===== src/rtl/irqc_pkg.sv =====
package irqc_pkg;
  localparam int REG_W  = 32;
  localparam int ADDR_W = 3;

  typedef enum logic [ADDR_W-1:0] {
    OFS_STATUS = 3'd0,
    OFS_PEND   = 3'd1,
    OFS_ENABLE = 3'd2,
    OFS_ACK    = 3'd3,
    OFS_SETEN  = 3'd4,
    OFS_CLREN  = 3'd5,
    OFS_VEC    = 3'd6,
    OFS_MASTER = 3'd7
  } reg_ofs_e;

  typedef struct packed {
    logic hw_gate;
    logic core_on;
  } master_t;
endpackage


===== src/rtl/irqc_capture.sv =====
module irqc_capture #(
  parameter int               N_SRC     = 32,
  parameter logic [N_SRC-1:0] EDGE_MASK = '0
) (
  input  logic             clk,
  input  logic             rst_n,
  input  logic [N_SRC-1:0] src,
  input  logic [N_SRC-1:0] ack_clr,
  output logic [N_SRC-1:0] status
);
  logic [N_SRC-1:0] hit;

  for (genvar i = 0; i < N_SRC; i++) begin : g_src
    if (EDGE_MASK[i]) begin : g_edge
      logic prev_q;
      always_ff @(posedge clk or negedge rst_n) begin
        if (!rst_n) prev_q <= 1'b0;
        else        prev_q <= src[i];
      end
      assign hit[i] = src[i] & ~prev_q;
    end else begin : g_level
      assign hit[i] = src[i];
    end

    // a new capture outranks an acknowledge in the same cycle
    always_ff @(posedge clk or negedge rst_n) begin
      if (!rst_n) status[i] <= 1'b0;
      else        status[i] <= hit[i] | (status[i] & ~ack_clr[i]);
    end

    p_capture_sets_r2: assert property (@(posedge clk) disable iff (!rst_n)
      hit[i] |=> status[i]);
    p_ack_clears_r4: assert property (@(posedge clk) disable iff (!rst_n)
      (ack_clr[i] && !hit[i]) |=> !status[i]);
    p_quiet_holds_r3: assert property (@(posedge clk) disable iff (!rst_n)
      (!ack_clr[i] && !hit[i]) |=> $stable(status[i]));
  end
endmodule


===== src/rtl/irqc_prio.sv =====
module irqc_prio
  import irqc_pkg::*;
#(
  parameter int N_SRC = 32
) (
  input  logic             clk,
  input  logic             rst_n,
  input  logic [N_SRC-1:0] pend,
  output logic [REG_W-1:0] vec
);
  always_comb begin
    vec = '1;
    for (int i = N_SRC - 1; i >= 0; i--) begin
      if (pend[i]) vec = REG_W'(i);
    end
  end

  p_vec_in_range_r7: assert property (@(posedge clk) disable iff (!rst_n)
    (|pend) |-> (vec < REG_W'(N_SRC)));
  p_vec_idle_r7: assert property (@(posedge clk) disable iff (!rst_n)
    !(|pend) |-> (&vec));
endmodule


===== src/rtl/irqc_regs.sv =====
module irqc_regs
  import irqc_pkg::*;
#(
  parameter int N_SRC = 32
) (
  input  logic              clk,
  input  logic              rst_n,
  input  logic              bus_vld,
  input  logic              bus_wr,
  input  logic [ADDR_W-1:0] bus_addr,
  input  logic [REG_W-1:0]  bus_wdata,
  input  logic [N_SRC-1:0]  status,
  input  logic [N_SRC-1:0]  pend,
  input  logic [REG_W-1:0]  vec,
  output logic [N_SRC-1:0]  enable,
  output master_t           master,
  output logic [N_SRC-1:0]  ack_clr,
  output logic [REG_W-1:0]  rdata
);
  reg_ofs_e         ofs;
  logic             wr_stb, rd_stb;
  logic [N_SRC-1:0] wmask;
  logic [REG_W-1:0] rd_mux;
  logic             unused_wbits;

  assign ofs          = reg_ofs_e'(bus_addr);
  assign wr_stb       = bus_vld & bus_wr;
  assign rd_stb       = bus_vld & ~bus_wr;
  assign wmask        = bus_wdata[N_SRC-1:0];
  assign unused_wbits = ^bus_wdata;
  assign ack_clr      = (wr_stb && ofs == OFS_ACK) ? wmask : '0;

  always_ff @(posedge clk or negedge rst_n) begin
    if (!rst_n) begin
      enable <= '0;
    end else if (wr_stb) begin
      case (ofs)
        OFS_ENABLE: enable <= wmask;
        OFS_SETEN:  enable <= enable | wmask;
        OFS_CLREN:  enable <= enable & ~wmask;
        default:    enable <= enable;
      endcase
    end
  end

  always_ff @(posedge clk or negedge rst_n) begin
    if (!rst_n)                         master <= '0;
    else if (wr_stb && ofs == OFS_MASTER) master <= master_t'(bus_wdata[1:0]);
  end

  always_comb begin
    rd_mux = '0;
    case (ofs)
      OFS_STATUS: rd_mux[N_SRC-1:0] = status;
      OFS_PEND:   rd_mux[N_SRC-1:0] = pend;
      OFS_ENABLE: rd_mux[N_SRC-1:0] = enable;
      OFS_VEC:    rd_mux = vec;
      OFS_MASTER: rd_mux[1:0] = master;
      default:    rd_mux = '0;
    endcase
  end

  always_ff @(posedge clk or negedge rst_n) begin
    if (!rst_n)      rdata <= '0;
    else if (rd_stb) rdata <= rd_mux;
  end

  p_set_alias_r5: assert property (@(posedge clk) disable iff (!rst_n)
    (wr_stb && ofs == OFS_SETEN) |=> ((enable & $past(wmask)) == $past(wmask)));
  p_clr_alias_r5: assert property (@(posedge clk) disable iff (!rst_n)
    (wr_stb && ofs == OFS_CLREN) |=> ((enable & $past(wmask)) == '0));
  p_enable_kept_r9: assert property (@(posedge clk) disable iff (!rst_n)
    !(wr_stb && (ofs == OFS_ENABLE || ofs == OFS_SETEN || ofs == OFS_CLREN))
      |=> $stable(enable));
  p_rdata_hold_r10: assert property (@(posedge clk) disable iff (!rst_n)
    !rd_stb |=> $stable(rdata));
endmodule


===== src/rtl/irq_vector_ctrl.sv =====
module irq_vector_ctrl
  import irqc_pkg::*;
#(
  parameter int               N_SRC     = 32,
  parameter logic [N_SRC-1:0] EDGE_MASK = '0
) (
  input  logic              clk,
  input  logic              rst_n,
  input  logic [N_SRC-1:0]  src_irq,
  input  logic              bus_vld,
  input  logic              bus_wr,
  input  logic [ADDR_W-1:0] bus_addr,
  input  logic [REG_W-1:0]  bus_wdata,
  output logic [REG_W-1:0]  bus_rdata,
  output logic              irq_req
);
  logic [N_SRC-1:0] status, enable, pend, ack_clr;
  logic [REG_W-1:0] vec;
  master_t          master;

  irqc_capture #(.N_SRC(N_SRC), .EDGE_MASK(EDGE_MASK)) u_capture (
    .clk(clk), .rst_n(rst_n), .src(src_irq), .ack_clr(ack_clr), .status(status)
  );

  assign pend = status & enable;

  irqc_prio #(.N_SRC(N_SRC)) u_prio (
    .clk(clk), .rst_n(rst_n), .pend(pend), .vec(vec)
  );

  irqc_regs #(.N_SRC(N_SRC)) u_regs (
    .clk(clk), .rst_n(rst_n),
    .bus_vld(bus_vld), .bus_wr(bus_wr), .bus_addr(bus_addr), .bus_wdata(bus_wdata),
    .status(status), .pend(pend), .vec(vec),
    .enable(enable), .master(master), .ack_clr(ack_clr), .rdata(bus_rdata)
  );

  assign irq_req = (|pend) & master.core_on & master.hw_gate;

  p_req_gated_r8: assert property (@(posedge clk) disable iff (!rst_n)
    irq_req |-> (master.core_on && master.hw_gate));
  p_req_needs_vec_r8: assert property (@(posedge clk) disable iff (!rst_n)
    irq_req |-> !(&vec));
endmodule


===== config.mk =====
export PLATFORM = sky130hd
export DESIGN_NAME = irq_vector_ctrl
export DESIGN_NICKNAME = d
export VERILOG_FILES = /design/src/rtl/irqc_pkg.sv /design/src/rtl/irqc_capture.sv /design/src/rtl/irqc_prio.sv /design/src/rtl/irqc_regs.sv /design/src/rtl/irq_vector_ctrl.sv
export SDC_FILE = /design/constraint.sdc
export NUM_CORES = 1
export LEC_CHECK = 0
export BUFFER_PORTS_ARGS = -buffer_cell sky130_fd_sc_hd__clkbuf_2
export CELL_PAD_IN_SITES_DETAIL_PLACEMENT = 0
export CELL_PAD_IN_SITES_GLOBAL_PLACEMENT = 2
export CORE_MARGIN = 2
export CORE_UTILIZATION = 30
export DETAILED_ROUTE_END_ITERATION = 8
export PLACE_DENSITY = 0.75
export RECOVER_POWER = 50
export SYNTH_ARGS = -nofsm -noshare
export SYNTH_HDL_FRONTEND = slang
export SYNTH_SLANG_ARGS = --single-unit

===== constraint.sdc =====
create_clock -name clk -period 2.2 [get_ports clk]
set_clock_uncertainty 0.05 [all_clocks]
set_input_delay 0.11 -clock clk [delete_from_list [all_inputs] [get_ports clk]]
set_output_delay 0.11 -clock clk [all_outputs]
set_load 0.02 [all_outputs]

==> impl_metrics.py <==
metrics = {
    "critical_path": {
        "worst_r2r_path_depth": 5,
        "cp_num_cells": 8,
        "worst_path_dominant_cell_family": "buffers and inverters",
        "slowest_stage": "dlygate4sd3_1",
        "worst_setup_path_end_kind": "flop",
        "critical_path.startpoint_type": "input pin",
        "worst_setup_path_startpoint": "bus_addr[0]",
        "reg2reg_from": "u_capture.status[27]",
        "worst-path-buf-inv": 4,
        "largest_fanout_on_the_critical_path": 15,
        "critical-path-top-cell-by-count": "nand2_1",
        "required_ns": 2.39,
        "critPathMaxStageDelay_ns": 0.55,
        "crit_path_cell_trace": "clkbuf_2, clkbuf_1, nand2_1, nor3_2, buf_4, nand2_1, a21o_1, dlygate4sd3_1",
        "path_class": "input pin to flop",
        "arrival_ns": 2.26,
    },
    "synthesis": {
        "share_of_flip_flops_with_an_asynchronous_set_or_reset_after_synthesis_pct": 100,
        "synthesis.area_per_instance_um2": 9.78,
        "edff_count_synth": 0,
        "sequential_area_share_after_synthesis_pct": 46.4,
        "netlist-cell-type-count": 53,
        "synth_flop_cell": "dfrtp_1",
        "synth.net_count": 612,
        "synthesis.instances": 541,
        "postSynthRegisterBits": 98,
        "ys_warn_count": 0,
        "netlist_area_um2": 5290,
    },
    "detailed_routing": {
        "drt_first_pass_iters": 5,
        "routed_wl_um": 17300,
        "post_dr_vias_cell": 5.36,
        "postRouteAntennaNets": 0,
        "routed_length_on_met1_um": 7730,
        "routed_via_count": 4992,
        "detailroute.wirelength.met3_um": 1080,
        "drt_iter0_markers": 415,
        "drcViolationCount": 0,
        "met2WireLength_um": 8240,
        "topRoutingLayerUsed": "met4",
        "routed_wire_length_per_instance_um": 18.5,
    },
    "sta": {
        "worst-slew-pin-transition_ns": 1.33,
        "final_max_slew_viol_count": 0,
        "setup_viol_count_final": 0,
        "finalWorstPathRequiredPeriod_ns": 2.06,
        "relSlewSlack_pct": 11.3,
        "rsz_0062_raised_after_global_routing": "false",
        "setup_slack_ns": 0.136,
        "timing.final.hold_violations": 0,
        "setup_tns_ns": 0,
        "fin_crit_sh_pct": 93.8,
        "achievable-frequency_mhz": 484,
    },
    "place": {
        "detailed_place.area_um2": 5990,
        "post-dp-hpwl_um": 12000,
        "place_ws_ns": 0.236,
        "globalplace.congestion": 0.787,
        "place.port_buffers": 103,
    },
    "cells_and_area": {
        "num-nets-final": 774,
        "post_route_cells_drive_above_1_share_pct": 20.8,
        "diodes": 0,
        "post-route-util_pct": 40.3,
        "syn2layout_area_growth_pct": 31.6,
        "most-common-layout-cells": "nand2_1, dfrtp_1, clkbuf_2",
        "non_filler_cell_area_final_um2": 6960,
    },
    "pwr": {
        "power_report.internal_total_mw": 3.78,
        "totalPowerFinal_mw": 5.46,
        "ir_drop_uv": 418,
        "power.share.sequential_pct": 42.6,
        "power.share.clock_pct": 33.7,
        "power.leakage_nw": 2.79,
        "combinationalPowerShare_pct": 23.7,
        "power_per_cell_area_nw_per_um2": 785,
        "power_switching_share_pct": 30.9,
        "p_switching_mw": 1.69,
    },
    "min_path": {
        "min_path_type": "input pin to flop",
        "hold-path-cell-count": 3,
        "hold_path_startpoint": "bus_wdata[6]",
    },
    "die": {
        "placement_rows": 48,
        "start_util_pct": 30.6,
        "die-area_um2": 18700,
        "die_y_um": 137,
        "die_x_um": 137,
        "floorplan.core_area_um2": 17300,
        "design.portCount": 104,
    },
    "grt": {
        "grtUsageTotal_pct": 19.0,
        "global_route.overflow_total": 0,
        "first_global_vias": 4893,
        "grt_start_max_net_pins": 54,
        "wire_length_of_the_first_global_routing_pass_um": 27000,
        "initial_antenna_violation_count": 0,
    },
    "clocking": {
        "tritoncts.num_buffers": 9,
        "cts_root_buffer": "clkbuf_16",
        "clkLatencyLatePin_ns": 0.36,
        "htree_levels": 3,
        "clkSinkCount": 98,
        "clk_transition_reported_paths_ns": 0.07,
        "cts_tree": "built",
        "clockBufferDepth": 2,
    },
    "outcome": {
        "status": "completed",
    },
    "run": {
        "drv_cap": 0,
    },
}
[final timing paths]
kind | to | slack (ns)
hold reg to reg | u_regs.rdata[12] | 0.47
max in group asynchronous | u_regs.rdata[22] | 0.34
hold / removal | u_regs.enable[6] | 0.01
min in group asynchronous | u_capture.status[3] | 0.53
setup reg to reg | u_regs.rdata[18] | 0.25
setup / recovery | u_capture.status[5] | 0.14
[synth_stat cells, types with 2 or more instances]
cell / count / share of area [%]
dfrtp_1: 98 / 46
nand2_1: 98 / 7.0
a21oi_1: 66 / 6.2
o21ai_0: 37 / 3.5
a21o_1: 32 / 4.5
nand2b_1: 29 / 3.4
a221o_1: 27 / 5.1
a32o_1: 27 / 5.1
buf_2: 13 / 1.2
clkbuf_1: 11 / 0.78
buf_6: 8 / 1.7
a22oi_1: 7 / 0.99
a22oi_2: 7 / 1.7
a32oi_1: 7 / 1.2
nand4_1: 6 / 0.71
a211oi_1: 4 / 0.57
nor2_1: 4 / 0.28
nor2b_1: 4 / 0.47
a22o_1: 3 / 0.50
buf_12: 3 / 1.1
mux2i_1: 3 / 0.57
nand3_1: 3 / 0.28
o211ai_1: 3 / 0.43
o22ai_1: 3 / 0.35
and2_1: 2 / 0.24
and3_1: 2 / 0.24
dlygate4sd1_1: 2 / 0.33
inv_1: 2 / 0.14
inv_2: 2 / 0.14
nand3b_1: 2 / 0.28
nor2b_2: 2 / 0.33
o21a_1: 2 / 0.28
o221ai_1: 2 / 0.33
[power by group through the flow]
stage	registers [mW]	logic (mW)	clock network, mW
floorplan	2.36	0.739	0
global placement	2.35	1.22	0
detailed placement	2.36	1.23	0
CTS	2.33	1.30	1.90
global route	2.37	1.43	1.96
finish	2.33	1.30	1.84
[sequential cells by signal, summed over array words and instances (netlist names)]
signal	cells
u_capture.status	32
u_regs.master	2
u_regs.enable	32
u_regs.rdata	32
[what timing repair did]
action | in CTS | in global routing
hold buffers | 64 | 0
gates resized for setup | 0 | 1
endpoints found under the hold margin | 132 | 0
endpoints found under the setup margin | 0 | 1
setup buffers | 0 | 2
[worst register-to-register path, cell delays in order (launching register included)]
cell,delay [ns]
dfrtp_1,0.44
a22oi_2,0.26
nand4_1,0.21
nor4_4,0.31
and2_4,0.42
a221o_1,0.19
[layout make-up]
type	instances	area, um^2
Fill cell	1747	10300
Clock inverter	5	103
Tap cell	225	282
Timing Repair Buffer	190	1330
Clock buffer	10	239
Inverter	4	15.0
Sequential cell	98	2450
Multi-Input combinational cell	400	2540
[metal layers]
layer / vias up / GRT usage, %
met3: 19 / 4.70
met2: 184 / 30.8
met4: 0 / 5.33
li1: 2362 / -
met5: - / 0
met1: 2427 / 25.4
[kinds of logic (layout without fill, tap and decap cells)]
| kind of cell | count (synthesis) | in the layout | share of synthesized area, % |
|---|---|---|---|
| compound gates | 237 | 237 | 32.5 |
| simple gates | 159 | 159 | 14.5 |
| flops | 98 | 98 | 46.4 |
| buf+inv | 43 | 209 | 5.89 |
| mux | 4 | 4 | 0.781 |
[stage by stage]
stage | hold WS, ns | instances
3_3_place_gp | -0.0136 | 851
5_1_grt | 0.0167 | 932
6_report | 0.0135 | 932
2_1_floorplan | -0.236 | 541
4_1_cts | 0.000171 | 930
3_5_place_dp | -0.0203 | 851
No activity file was read; power rests on OpenSTA's default activity.
